## src/rtl/bcx_pkg.sv

```systemverilog
package bcx_pkg;

    localparam int WORD_W = 32;

    localparam logic [7:0] OP_PUSH_BYTE = 8'h10;
    localparam logic [7:0] OP_PUSH_ZERO = 8'h03;
    localparam logic [7:0] OP_LOAD_L1   = 8'h1b;
    localparam logic [7:0] OP_LOAD_L2   = 8'h1c;
    localparam logic [7:0] OP_LOAD_L3   = 8'h1d;
    localparam logic [7:0] OP_STORE_L1  = 8'h3c;
    localparam logic [7:0] OP_STORE_L2  = 8'h3d;
    localparam logic [7:0] OP_STORE_L3  = 8'h3e;
    localparam logic [7:0] OP_ADD       = 8'h60;
    localparam logic [7:0] OP_RETURN    = 8'hb1;

    typedef enum logic [2:0] {
        K_PUSH_IMM,
        K_PUSH_ZERO,
        K_LOAD,
        K_STORE,
        K_ADD,
        K_RETURN,
        K_ILLEGAL
    } kind_e;

    typedef struct packed {
        kind_e      kind;
        logic [1:0] slot;
    } decoded_t;

    typedef enum logic [2:0] {
        S_IDLE,
        S_FETCH,
        S_OPERAND,
        S_EXEC,
        S_DONE
    } state_e;

    typedef enum logic [1:0] {
        STK_NONE,
        STK_PUSH,
        STK_POP,
        STK_REPLACE2
    } stk_op_e;

    function automatic decoded_t decode(input logic [7:0] op);
        decoded_t d;
        d.kind = K_ILLEGAL;
        d.slot = 2'd0;
        case (op)
            OP_PUSH_BYTE: d.kind = K_PUSH_IMM;
            OP_PUSH_ZERO: d.kind = K_PUSH_ZERO;
            OP_LOAD_L1:   begin d.kind = K_LOAD;  d.slot = 2'd1; end
            OP_LOAD_L2:   begin d.kind = K_LOAD;  d.slot = 2'd2; end
            OP_LOAD_L3:   begin d.kind = K_LOAD;  d.slot = 2'd3; end
            OP_STORE_L1:  begin d.kind = K_STORE; d.slot = 2'd1; end
            OP_STORE_L2:  begin d.kind = K_STORE; d.slot = 2'd2; end
            OP_STORE_L3:  begin d.kind = K_STORE; d.slot = 2'd3; end
            OP_ADD:       d.kind = K_ADD;
            OP_RETURN:    d.kind = K_RETURN;
            default:      d.kind = K_ILLEGAL;
        endcase
        return d;
    endfunction

    function automatic logic [WORD_W-1:0] sext8(input logic [7:0] b);
        return {{(WORD_W-8){b[7]}}, b};
    endfunction

endpackage

```

## src/rtl/bcx_decode.sv

```systemverilog
module bcx_decode
    import bcx_pkg::*;
(
    input  logic [7:0] opcode,
    output decoded_t   dec
);

    assign dec = decode(opcode);

endmodule

```

## src/rtl/bcx_opstack.sv

```systemverilog
module bcx_opstack
    import bcx_pkg::*;
#(
    parameter int DEPTH = 8,
    parameter int W     = 32
) (
    input  logic                         clk,
    input  logic                         rst,
    input  logic                         clear,
    input  stk_op_e                      op,
    input  logic [W-1:0]                 wdata,
    output logic [W-1:0]                 top,
    output logic [W-1:0]                 next,
    output logic [$clog2(DEPTH+1)-1:0]   count,
    output logic                         fault
);

    localparam int CW = $clog2(DEPTH + 1);
    localparam int IW = (DEPTH > 1) ? $clog2(DEPTH) : 1;

    logic [W-1:0]  cells [DEPTH];
    logic [CW-1:0] cnt_q;
    logic [IW-1:0] idx_free, idx_top, idx_next;

    assign idx_free = IW'(cnt_q);
    assign idx_top  = IW'(cnt_q - CW'(1));
    assign idx_next = IW'(cnt_q - CW'(2));

    always_comb begin
        case (op)
            STK_PUSH:     fault = (cnt_q == CW'(DEPTH));
            STK_POP:      fault = (cnt_q == '0);
            STK_REPLACE2: fault = (cnt_q < CW'(2));
            default:      fault = 1'b0;
        endcase
    end

    assign top   = (cnt_q != '0)     ? cells[idx_top]  : '0;
    assign next  = (cnt_q > CW'(1))  ? cells[idx_next] : '0;
    assign count = cnt_q;

    always_ff @(posedge clk) begin
        if (rst || clear) begin
            cnt_q <= '0;
        end else if (!fault) begin
            case (op)
                STK_PUSH:     cnt_q <= cnt_q + CW'(1);
                STK_POP:      cnt_q <= cnt_q - CW'(1);
                STK_REPLACE2: cnt_q <= cnt_q - CW'(1);
                default:      cnt_q <= cnt_q;
            endcase
        end
    end

    always_ff @(posedge clk) begin
        if (!fault) begin
            case (op)
                STK_PUSH:     cells[idx_free] <= wdata;
                STK_REPLACE2: cells[idx_next] <= wdata;
                default:      ;
            endcase
        end
    end

endmodule

```

## src/rtl/bcx_locals.sv

```systemverilog
module bcx_locals #(
    parameter int N = 4,
    parameter int W = 32
) (
    input  logic                         clk,
    input  logic                         rst,
    input  logic                         clear,
    input  logic                         we,
    input  logic [$clog2(N)-1:0]         widx,
    input  logic [W-1:0]                 wdata,
    input  logic [$clog2(N)-1:0]         ridx,
    output logic [W-1:0]                 rdata,
    input  logic [$clog2(N)-1:0]         dbg_idx,
    output logic [W-1:0]                 dbg_data
);

    localparam int IW = $clog2(N);

    logic [W-1:0] slot_v [N];

    for (genvar g = 0; g < N; g++) begin : g_slot
        logic [W-1:0] q;
        always_ff @(posedge clk) begin
            if (rst || clear) begin
                q <= '0;
            end else if (we && widx == IW'(g)) begin
                q <= wdata;
            end
        end
        assign slot_v[g] = q;
    end

    assign rdata    = slot_v[ridx];
    assign dbg_data = slot_v[dbg_idx];

endmodule

```

## src/rtl/bcx_core.sv

```systemverilog
module bcx_core
    import bcx_pkg::*;
#(
    parameter int CODE_AW   = 8,
    parameter int STK_DEPTH = 8,
    parameter int N_LOCALS  = 4
) (
    input  logic                         clk,
    input  logic                         rst,
    input  logic                         start,
    output logic [CODE_AW-1:0]           code_addr,
    input  logic [7:0]                   code_data,
    output logic                         done,
    output logic                         err_stack,
    output logic                         err_opcode,
    input  logic [$clog2(N_LOCALS)-1:0]  dbg_idx,
    output logic [WORD_W-1:0]            dbg_data
);

    localparam int LIW = $clog2(N_LOCALS);
    localparam int SCW = $clog2(STK_DEPTH + 1);

    state_e               state_q;
    logic [CODE_AW-1:0]   pc_q;
    decoded_t             dec_q;
    decoded_t             fetch_dec;
    logic [7:0]           imm_q;
    logic                 err_stack_q, err_opcode_q;

    logic                 launch;
    stk_op_e              stk_op;
    logic [WORD_W-1:0]    stk_wdata, stk_top, stk_next;
    logic [SCW-1:0]       stk_cnt;
    logic                 stk_fault;

    logic                 loc_we;
    logic [WORD_W-1:0]    loc_rdata;

    assign launch = start && (state_q == S_IDLE || state_q == S_DONE);

    bcx_decode u_dec (
        .opcode (code_data),
        .dec    (fetch_dec)
    );

    bcx_opstack #(.DEPTH(STK_DEPTH), .W(WORD_W)) u_stack (
        .clk   (clk),
        .rst   (rst),
        .clear (launch),
        .op    (stk_op),
        .wdata (stk_wdata),
        .top   (stk_top),
        .next  (stk_next),
        .count (stk_cnt),
        .fault (stk_fault)
    );

    bcx_locals #(.N(N_LOCALS), .W(WORD_W)) u_locals (
        .clk      (clk),
        .rst      (rst),
        .clear    (launch),
        .we       (loc_we),
        .widx     (LIW'(dec_q.slot)),
        .wdata    (stk_top),
        .ridx     (LIW'(dec_q.slot)),
        .rdata    (loc_rdata),
        .dbg_idx  (dbg_idx),
        .dbg_data (dbg_data)
    );

    always_comb begin
        stk_op    = STK_NONE;
        stk_wdata = '0;
        loc_we    = 1'b0;
        if (state_q == S_EXEC) begin
            case (dec_q.kind)
                K_PUSH_IMM: begin
                    stk_op    = STK_PUSH;
                    stk_wdata = sext8(imm_q);
                end
                K_PUSH_ZERO: begin
                    stk_op    = STK_PUSH;
                    stk_wdata = '0;
                end
                K_LOAD: begin
                    stk_op    = STK_PUSH;
                    stk_wdata = loc_rdata;
                end
                K_STORE: begin
                    stk_op = STK_POP;
                    loc_we = !stk_fault;
                end
                K_ADD: begin
                    stk_op    = STK_REPLACE2;
                    stk_wdata = stk_top + stk_next;
                end
                default: stk_op = STK_NONE;
            endcase
        end
    end

    always_ff @(posedge clk) begin
        if (rst) begin
            state_q      <= S_IDLE;
            pc_q         <= '0;
            dec_q        <= '{kind: K_RETURN, slot: 2'd0};
            imm_q        <= '0;
            err_stack_q  <= 1'b0;
            err_opcode_q <= 1'b0;
        end else begin
            case (state_q)
                S_IDLE, S_DONE: begin
                    if (launch) begin
                        pc_q         <= '0;
                        err_stack_q  <= 1'b0;
                        err_opcode_q <= 1'b0;
                        state_q      <= S_FETCH;
                    end
                end
                S_FETCH: begin
                    dec_q   <= fetch_dec;
                    pc_q    <= pc_q + CODE_AW'(1);
                    state_q <= (fetch_dec.kind == K_PUSH_IMM) ? S_OPERAND : S_EXEC;
                end
                S_OPERAND: begin
                    imm_q   <= code_data;
                    pc_q    <= pc_q + CODE_AW'(1);
                    state_q <= S_EXEC;
                end
                S_EXEC: begin
                    if (dec_q.kind == K_ILLEGAL) begin
                        err_opcode_q <= 1'b1;
                        state_q      <= S_DONE;
                    end else if (stk_fault) begin
                        err_stack_q <= 1'b1;
                        state_q     <= S_DONE;
                    end else if (dec_q.kind == K_RETURN) begin
                        state_q <= S_DONE;
                    end else begin
                        state_q <= S_FETCH;
                    end
                end
                default: state_q <= S_IDLE;
            endcase
        end
    end

    assign code_addr  = pc_q;
    assign done       = (state_q == S_DONE);
    assign err_stack  = err_stack_q;
    assign err_opcode = err_opcode_q;

endmodule

```

## config.mk

```make
export PLATFORM = sky130hd
export DESIGN_NAME = bcx_core
export DESIGN_NICKNAME = d
export VERILOG_FILES = /design/src/rtl/bcx_pkg.sv /design/src/rtl/bcx_decode.sv /design/src/rtl/bcx_opstack.sv /design/src/rtl/bcx_locals.sv /design/src/rtl/bcx_core.sv
export SDC_FILE = /design/constraint.sdc
export NUM_CORES = 1
export LEC_CHECK = 0
export BUFFER_PORTS_ARGS = -buffer_cell sky130_fd_sc_hd__buf_2
export CAP_MARGIN = 15
export CORE_ASPECT_RATIO = 1.2
export CORE_MARGIN = 3
export CORE_UTILIZATION = 45
export DETAILED_ROUTE_END_ITERATION = 10
export HOLD_SLACK_MARGIN = 0.02
export PLACE_DENSITY_LB_ADDON = 0.12
export SLEW_MARGIN = 30
export SYNTH_ARGS = -nofsm -noshare
export SYNTH_HDL_FRONTEND = slang
export SYNTH_SLANG_ARGS = --single-unit
export TNS_END_PERCENT = 20
```

## constraint.sdc

```tcl
create_clock -name clk -period 6.1 [get_ports clk]
set_input_delay 0.915 -clock clk [delete_from_list [all_inputs] [get_ports clk]]
set_output_delay 0.915 -clock clk [all_outputs]
set_load 0.01 [all_outputs]
```

==> out/results.txt, run 1 <==
The flow ran to the end, and the final reports show no timing, DRC or antenna violations. Along the worst path, the maximum fanout reaches 17. The routed length per instance was 24.2 um. For the maximum level of the CTS H-tree, the log shows 2. The mean area per synthesized cell is 11.8 um2, and the sequential-to-total area share from yosys stat is 49.8%.

The worst endpoint required time was 6.40 ns. Walking the worst path, the cells encountered are inv_1 > ha_2 > buf_4 > mux4_2 > nand2_1 > a21oi_1 > ha_1 > or2_2 > a31oi_1 > nand3b_1 > or2_2 > o21ai_2 > a31oi_2 > xnor2_1 > o22ai_1. The number of hold buffers added after CTS was 0. The number of antenna diodes in the final layout is 0. In this run the remaining antenna-violating nets after routing total 0. Setup repair after global routing left no endpoint under its margin. For this design, the sink count on the clock tree is 414. In this run the power spent charging and discharging nets is 0.00167 W. The worst-case IR drop observed on VDD is 0.000168 V.

Sequential cells account for 47.6% of the total power. Data arrives at the worst endpoint at 5.53 ns. The end of the critical path was u_stack.cells[2][31]. Counting flops and latches in the post-synthesis netlist gives 414. The slowest stage of the critical path is the sky130_fd_sc_hd__a21oi_1 cell. For this run, the detailed router's first-pass iteration total came to 5. The number of cells on the worst reg-to-reg path is 15. After floorplanning, the core was divided into 87 placement rows. The path category of the worst min-delay check is reg -> reg. The floorplan step defined a die boundary enclosing 0.0512 mm2.

The top cell type by area accounts for 35.2% of the synthesized area. 56 I/O pins were placed. The worst slew margin relative to its limit was 33.9%.

The tools report the type of element launching the critical path as a register. For this run, the leading register cell type out of synthesis is sky130_fd_sc_hd__edfxtp_1. Based on the critical path, the design can be clocked at up to 191 MHz. The placement-stage cell area is 0.0227 mm2, and the number of vias per cell after detailed routing is 6.16. The tools report the overall overflow remaining after global route as 0.

For the setup clock skew after layout, the log shows 0.0344 ns. The worst register-to-register path has a setup slack of 0.87 ns. At the end of the flow, the number of nets in the layout was 1,895.

The longest individual stage delay on the worst path came out at 0.65 ns. The clock buffer count from CTS was 44. Global-route wire length before repair: 91,700 um. The tools report the number of filler instances in the final layout as 4,101. The setup path with the least slack is of type reg -> reg.

The tools report the cell internal power dissipation as 0.00472 W. When the netlist entered floorplanning its net count stood at 1,893. The worst setup path is captured at a register.

The number of max-slew violations in the final report was 0. The core region is 0.0475 mm2. Counting flops with an async set or reset pin after synthesis yields a share of 0%.

After layout, the worst path uses 85.7% of the clock period. For the max-cap violation count, the log shows 0. Of the total power, combinational logic draws 11.5%. The half-perimeter wire length after detailed placement is 38,900 um, and the final standard cell count with taps included and fillers excluded is 2,496. The number of antenna violations at the first check in global routing was 0.

The setup fix buffers added after clock tree synthesis is 0, and the number of distinct library cells after synthesis is 67. For this design the ratio of total power to cell area is 265 mW/mm2. The worst path meets setup with 0.869 ns of slack. The worst path in the final design needs a cycle of 5.23 ns, including I/O delays and setup. Once placement completed, the tool counted placed cells totaling 2,420. The post-route netlist has 21.9% of its cells at a drive strength greater than 1. The final routed DRC violation total is 0. The clock insertion delay at the later pin of the skew report came out at 0.59 ns. For the clock share of power, the log shows 40.9%. In this run the cell area of the synthesized design comes to 0.0218 mm2. Setup violations remaining at the end of the flow were counted as 0. With fillers left out, the area of the finished cells amounts to 0.0241 mm2. After clock tree synthesis, the clock-pin slew on the worst setup and hold paths is 0.06 ns.

From left edge to right edge, the die measures 207 um. The logs give 15,131 for the number of global-route vias before repair and 1,397 for the number of DRC markers after the initial detailed-route iteration. The number of buffers inserted by port buffering is 55. OpenSTA, run right after detailed placement, puts the worst setup slack at 0.920 ns. At the pin with the least slew margin, the transition time is 0.990 ns. The fraction of power spent switching nets came out at 26.1%. The analysis attributes to cell leakage a power of 7.21 nW.

The synthesis-to-layout area growth was 10.6%. The count of endpoints failing hold in the final timing report came out at 0. Maximum clock insertion buffer count: 3. TritonCTS built the clock tree. Tracing the worst setup path back leads to its startpoint at u_stack.count[0].

The initial cell density of the core is 46.0%, and the post-synthesis cell count is 1,841. The number of gates resized after CTS was 0. Measured along the y axis, the die boundary spans 247 um. The tools report the startpoint of the most critical register-to-register path as u_stack.count[0].

Power comes to 0.00639 W. The tools report the buffer cell driving the clock tree root as sky130_fd_sc_hd__clkbuf_16. Largest area contributor in the netlist: sky130_fd_sc_hd__edfxtp_1. Routability-driven placement finished with a final weighted congestion of 0.942. The count of flip-flops with a built-in enable after synthesis works out to 256.

The number of warnings reported in the yosys synthesis log was 0. The tools report the capturing point of the worst reg2reg path as u_stack.cells[2][31]. The routed layout has 15,373 vias. The overall routing resource usage came out at 23.7%. Entering global routing, the biggest net connects 81 pins. The most common cell type on the critical path is sky130_fd_sc_hd__or2_2.

The aggregate negative setup slack is 0 ns. For the total routed wirelength, the log shows 60,500 um. Ranked by total cell area, the synthesized netlist is headed by sky130_fd_sc_hd__edfxtp_1 35%, sky130_fd_sc_hd__mux4_2 20%, sky130_fd_sc_hd__dfxtp_1 15%.
-- per-stage QoR --
step | util (%) | hold WS, ns
finish | 50.8 | 0.453
detailed placement | 47.8 | 0.448
global placement | 47.8 | 0.443
floorplan | - | 0.443
global route | 50.8 | 0.481
CTS | 50.8 | 0.458
-- cells in the final DEF (no fill, tap or decap), types with 10 or more instances in the layout --
cell type                   instances
sky130_fd_sc_hd__xor2_1            11
sky130_fd_sc_hd__clkbuf_1          10
sky130_fd_sc_hd__nor2_1           109
sky130_fd_sc_hd__dfxtp_1          154
sky130_fd_sc_hd__a221oi_1          10
sky130_fd_sc_hd__clkbuf_16         44
sky130_fd_sc_hd__a21o_1            19
sky130_fd_sc_hd__ha_1              36
sky130_fd_sc_hd__nand2_1          372
sky130_fd_sc_hd__a21oi_1          234
sky130_fd_sc_hd__o22ai_1           13
sky130_fd_sc_hd__o21ai_0           23
sky130_fd_sc_hd__mux2i_1           48
sky130_fd_sc_hd__mux4_2           192
sky130_fd_sc_hd__buf_4             39
sky130_fd_sc_hd__inv_1             14
sky130_fd_sc_hd__nand3_1           15
sky130_fd_sc_hd__edfxtp_1         256
sky130_fd_sc_hd__a31oi_1           11
sky130_fd_sc_hd__buf_2             54
sky130_fd_sc_hd__nor3_1            16
sky130_fd_sc_hd__xnor2_1           23
-- critical path, delay by kind of cell (launching register included) --
kind	cells	cell delay, ns
AND/OR/NAND/NOR	4	0.70
buffers and inverters	2	0.47
flip-flops	1	0.55
AO/OA/AOI/OAI	5	1.79
multiplexers	1	0.23
adder cells (fa/ha/maj)	2	1.02
XOR/XNOR	1	0.15
-- area by class of cell --
| class | count | area [um2] | share of cell area [%] |
|---|---|---|---|
| inverters | 15 | 56.3 | 0.233 |
| clock inverters | 18 | 196 | 0.814 |
| clock buffers | 58 | 1190 | 4.95 |
| multi-input cells | 1270 | 10400 | 43.0 |
| repair buffers | 98 | 663 | 2.75 |
| flip-flops and latches | 414 | 10900 | 45.0 |
| well taps | 623 | 779 | 3.23 |
-- metal layers --
| layer | vias up | track usage [%] | share of wire [%] |
|---|---|---|---|
| li1 | 6908 | - | - |
| met1 | 7811 | 32.6 | 41 |
| met2 | 542 | 39.3 | 49 |
| met3 | 112 | 3.40 | 7.2 |
| met4 | 0 | 7.30 | 2.8 |
| met5 | - | 0 | 0 |
-- state kept, by name (all words and copies together) (netlist names), 3 cells and up --
name	count
u_stack.cells	256
u_locals.g_slot.q	128
code_addr	8
imm_q	8
dec_q	5
u_stack.count	4
state_q	3
-- how the worst min path moves through the flow --
stage                             from                 endpoint  slack [ns]  cells past startpoint
3_5_place_dp                 err_stack                err_stack        0.45                      2
5_1_grt        u_locals.g_slot[1].q[0]  u_locals.g_slot[1].q[0]        0.48                      2
6_report                     err_stack                err_stack        0.45                      2
2_1_floorplan  u_locals.g_slot[1].q[0]  u_locals.g_slot[1].q[0]        0.44                      2
3_3_place_gp                 err_stack                err_stack        0.44                      2
4_1_cts                      err_stack                err_stack        0.46                      2
-- power by group through the flow --
stage / logic (W) / registers, W / clock network, W
5_1_grt: 0.000807 / 0.00305 / 0.00278
2_1_floorplan: 0.000561 / 0.00306 / 0
3_3_place_gp: 0.000726 / 0.00310 / 0
4_1_cts: 0.000733 / 0.00304 / 0.00268
3_5_place_dp: 0.000729 / 0.00310 / 0
6_report: 0.000738 / 0.00304 / 0.00262
-- logic make-up after synthesis --
logic type,after synthesis,share of synthesized area [%]
AO/OA/AOI/OAI,359,9.52
XOR/XNOR,36,1.45
adder cells (fa/ha/maj),39,2.27
buffers and inverters,157,3.37
flip-flops,414,49.8
multiplexers,241,22.1
AND/OR/NAND/NOR,595,11.6
-- cells in the mapped netlist, types with 16 or more instances --
master	count
sky130_fd_sc_hd__nand3_1	16
sky130_fd_sc_hd__o21ai_0	23
sky130_fd_sc_hd__mux4_2	192
sky130_fd_sc_hd__nor2_1	114
sky130_fd_sc_hd__ha_1	38
sky130_fd_sc_hd__a21oi_1	234
sky130_fd_sc_hd__buf_2	41
sky130_fd_sc_hd__xnor2_1	24
sky130_fd_sc_hd__clkbuf_1	71
sky130_fd_sc_hd__edfxtp_1	256
sky130_fd_sc_hd__nand2_1	373
sky130_fd_sc_hd__dfxtp_1	158
sky130_fd_sc_hd__a21o_1	19
sky130_fd_sc_hd__mux2i_1	48
sky130_fd_sc_hd__nor3_1	21
(Power assumes the default switching activity.)
==> inputs of run 2 (changes only) <==
Settings changed: BUFFER_PORTS_ARGS -buffer_cell sky130_fd_sc_hd__buf_2 to default, DONT_BUFFER_PORTS from default to 1.
==> out/results.txt, run 2 (synthesized netlist as in run 1, its figures left out) <==
The run finished with clean final reports. The tools report the row count as 87 (unchanged). The aggregate negative setup slack was 0 ns (unchanged); the number of cells upsized or downsized after cts was 0 (unchanged). The final period utilization is 86.7% (was 85.7%). The finished layout cell area was 0.0240 mm2 (was 0.0241 mm2). For the count of endpoints failing hold in the final timing report, the log shows 0 (unchanged).

The cell type of the slowest stage on the worst timing path was sky130_fd_sc_hd__ha_2 (was sky130_fd_sc_hd__a21oi_1). The synthesis-to-layout area growth is 10.0% (was 10.6%). The slew at the pin closest to its max-slew limit is 0.975 ns (was 0.990 ns), and the total power consumption of the routed design is 0.00638 W (was 0.00639 W). The total via count in the routed design was 15,143 (was 15,373). The multi-input combinational cell area was 0.0104 mm2 (about the same). The highest net fanout along the worst path is 39 (was 17). Largest vdd supply drop: 0.000179 V (was 0.000168 V). Most common cell type on the critical path: sky130_fd_sc_hd__a21oi_1 (was sky130_fd_sc_hd__or2_2). The overall overflow remaining after global route is 0 (unchanged), and the overall routing resource usage is 23.8% (was 23.7%). The type of element launching the critical path was a register (unchanged).

The tools report the element type at the critical path end as a register (unchanged). The worst endpoint required time is 6.34 ns (was 6.40 ns). The clock buffer count from CTS is 43 (was 44). The overall die width is 207 um (unchanged), and the routed length per instance is 25.0 um (was 24.2 um). The share of cells above drive strength 1 was 19.9% (was 21.9%). The power density over the cells is 266 mW/mm2 (was 265 mW/mm2), and the register cell area after layout is 0.0109 mm2 (unchanged).

Largest registers: u_stack.cells x256, u_locals.g_slot.q x128 (unchanged). Count of placed standard cells including taps: 2,378 (was 2,420). The residual antenna-violating net count after detailed routing is 0 (unchanged), and the maximum number of pins on one net before global-route repair is 105 (was 81). The top cell family by delay on the critical path is compound AO/OA/AOI/OAI gates (unchanged).

Weighted congestion reported at the end of routability-driven placement: 0.945 (was 0.942). Full die area: 0.0512 mm2 (unchanged). The buffer cell driving the clock tree root is sky130_fd_sc_hd__clkbuf_16 (unchanged). The number of global-route vias before repair was 14,972 (was 15,131).

The number of max-slew violations in the final report was 0 (unchanged); the number of nets in the layout was 1,852 (was 1,895). The post-layout minimum cycle time was 5.29 ns (was 5.23 ns). The tools report the cell internal power dissipation as 0.00476 W (was 0.00472 W). The final standard cell count with taps included and fillers excluded is 2,455 (was 2,496), and the longest individual stage delay on the worst path is 0.64 ns (was 0.65 ns).

The type of the worst setup path was reg -> reg (unchanged). The number of DRC markers after the initial detailed-route iteration came out at 1,500 (was 1,397). Maximum level of the CTS H-tree: 2 (unchanged). TritonCTS built the clock tree.

The path category of the worst min-delay check is in -> reg (was reg -> reg). The half-perimeter wire length after detailed placement was 39,400 um (was 38,900 um); the final standard cell utilization of the core was 50.5% (was 50.8%). The fraction of power spent switching nets was 25.4% (was 26.1%). The run gives 29,700 um (was 29,500 um) as the amount of wire on met2 after detailed routing. Ordered cell list for the critical path: inv_1 > ha_2 > buf_12 > buf_4 > mux4_2 > nand2_1 > a21oi_1 > ha_1 > a21o_1 > a31oi_1 > nand3b_1 > or2_2 > o21ai_2 > a21oi_1 > xor2_1 > o22ai_1 (was inv_1 > ha_2 > buf_4 > mux4_2 > nand2_1 > a21oi_1 > ha_1 > or2_2 > a31oi_1 > nand3b_1 > or2_2 > o21ai_2 > a31oi_2 > xnor2_1 > o22ai_1). The logs give 414 (unchanged) for the number of sinks on the clock net and 0 (unchanged) for the number of antenna violations at the first check in global routing. Setup repair after global routing left no endpoint under its margin.

The leakage power is 6.99 nW (was 7.21 nW). The logs give 0 (unchanged) for the final routed DRC violation total and 46.0% (unchanged) for the initial cell density of the core. The run gives 0 (unchanged) as the count of antenna diodes in the layout. The number of vias per cell after detailed routing was 6.17 (was 6.16); the proportion of power drawn by flip-flops and latches was 47.7% (was 47.6%). The placement-stage cell area came out at 0.0226 mm2 (was 0.0227 mm2). For the routed length on met1, the log shows 26,100 um (was 24,900 um). Register with the most flip-flops: u_stack.cells (unchanged). The worst slew margin relative to its limit was 35.0% (was 33.9%). Commonest non-fill, non-tap cells in the layout: 372 x sky130_fd_sc_hd__nand2_1, 256 x sky130_fd_sc_hd__edfxtp_1, 234 x sky130_fd_sc_hd__a21oi_1 (unchanged). The maximum achievable frequency is 189 MHz (was 191 MHz), and the total routed wirelength is 61,300 um (was 60,500 um).

The net switching power figure was 0.00162 W (was 0.00167 W). The tools report the maximum clock insertion buffer count as 3 (unchanged). The number of buffers inserted by port buffering came out at 0 (was 55). The most frequent standard cell in the layout excluding fill and tap cells was sky130_fd_sc_hd__nand2_1 (unchanged). The routed wire length on met3 came out at 4250 um (was 4370 um).

The run gives 56 (unchanged) as the number of primary I/O pins. The arrival time at the worst endpoint was 5.53 ns (about the same); the clock insertion delay at the later pin of the skew report was 0.55 ns (was 0.59 ns). The run gives 92,300 um (was 91,700 um) as the global-route wire length before repair.

The clock share of power is 41.1% (was 40.9%). The uppermost layer routed is met4 (unchanged). The run gives 4,213 (was 4,101) as the number of filler instances in the final layout. The y dimension of the die was 247 um (unchanged); the standard cell core area was 0.0475 mm2 (unchanged). The number of flip-flops in the largest register is 256 (unchanged), and the max-cap violation count is 0 (unchanged).

Sum of buffers and inverters on the critical path: 3 (was 2). Setup clock skew after layout: 0.0135 ns (was 0.0344 ns). The detailed-routing iteration count for the pre-antenna-repair pass is 6 (was 5). Number of buffers added to fix hold violations after cts: 0 (unchanged).

The clock-pin slew on the worst setup and hold paths works out to 0.06 ns (about the same). The logs give 0 (unchanged) for the final setup violation count and 0 (unchanged) for the setup fix buffers added after clock tree synthesis. The tools report the combinational cell fraction of total power as 11.2% (was 11.5%).
==> run 2: worst paths after layout <==
kind / slack, ns / cells after the start / end / start
max: 0.81 / 16 / u_stack.cells[2][23] / u_stack.count[1]
min reg2reg: 0.46 / 2 / u_locals.g_slot[3].q[14] / u_locals.g_slot[3].q[14]
max reg2reg: 0.81 / 16 / u_stack.cells[2][23] / u_stack.count[1]
min: 0.43 / 1 / dec_q[1] / rst
==> run 2: layer usage <==
layer	vias up	global-route usage, %
li1	6821	-
met1	7722	33.6
met2	516	39.6
met3	84	3.04
met4	0	5.53
met5	-	0
==> run 2: layout make-up <==
| type | instances | share of cell area (%) |
|---|---|---|
| flip-flops and latches | 414 | 45.3 |
| multi-input cells | 1270 | 43.2 |
| clock buffers | 54 | 5.11 |
| well taps | 623 | 3.25 |
| repair buffers | 56 | 2.14 |
| clock inverters | 23 | 0.751 |
| inverters | 15 | 0.235 |
==> run 2: worst register-to-register path, cell delays in order, from the launching register on <==
cell and delay, ns:
sky130_fd_sc_hd__dfxtp_4 0.47, sky130_fd_sc_hd__inv_1 0.16, sky130_fd_sc_hd__ha_2 0.64, sky130_fd_sc_hd__buf_12 0.32, sky130_fd_sc_hd__buf_4 0.28, sky130_fd_sc_hd__mux4_2 0.21
sky130_fd_sc_hd__nand2_1 0.05, sky130_fd_sc_hd__a21oi_1 0.54, sky130_fd_sc_hd__ha_1 0.36, sky130_fd_sc_hd__a21o_1 0.20, sky130_fd_sc_hd__a31oi_1 0.06, sky130_fd_sc_hd__nand3b_1 0.19
sky130_fd_sc_hd__or2_2 0.31, sky130_fd_sc_hd__o21ai_2 0.29, sky130_fd_sc_hd__a21oi_1 0.13, sky130_fd_sc_hd__xor2_1 0.16, sky130_fd_sc_hd__o22ai_1 0.61
==> run 2: metrics by stage <==
| stage | setup WS [ns] | hold WS (ns) |
|---|---|---|
| 5_1_grt | 0.515 | 0.409 |
| 3_5_place_dp | 0.887 | 0.458 |
| 2_1_floorplan | 0.656 | 0.443 |
| 4_1_cts | 0.884 | 0.401 |
| 6_report | 0.814 | 0.433 |
| 3_3_place_gp | 1.07 | 0.449 |
==> run 2: power groups by stage <==
stage	Clock [W]	Sequential, W	Combinational (W)
after floorplan	0	0.00306	0.000561
after global placement	0	0.00310	0.000703
after detailed placement	0	0.00310	0.000707
after CTS	0.00268	0.00304	0.000711
after global routing	0.00279	0.00305	0.000782
final	0.00262	0.00304	0.000717
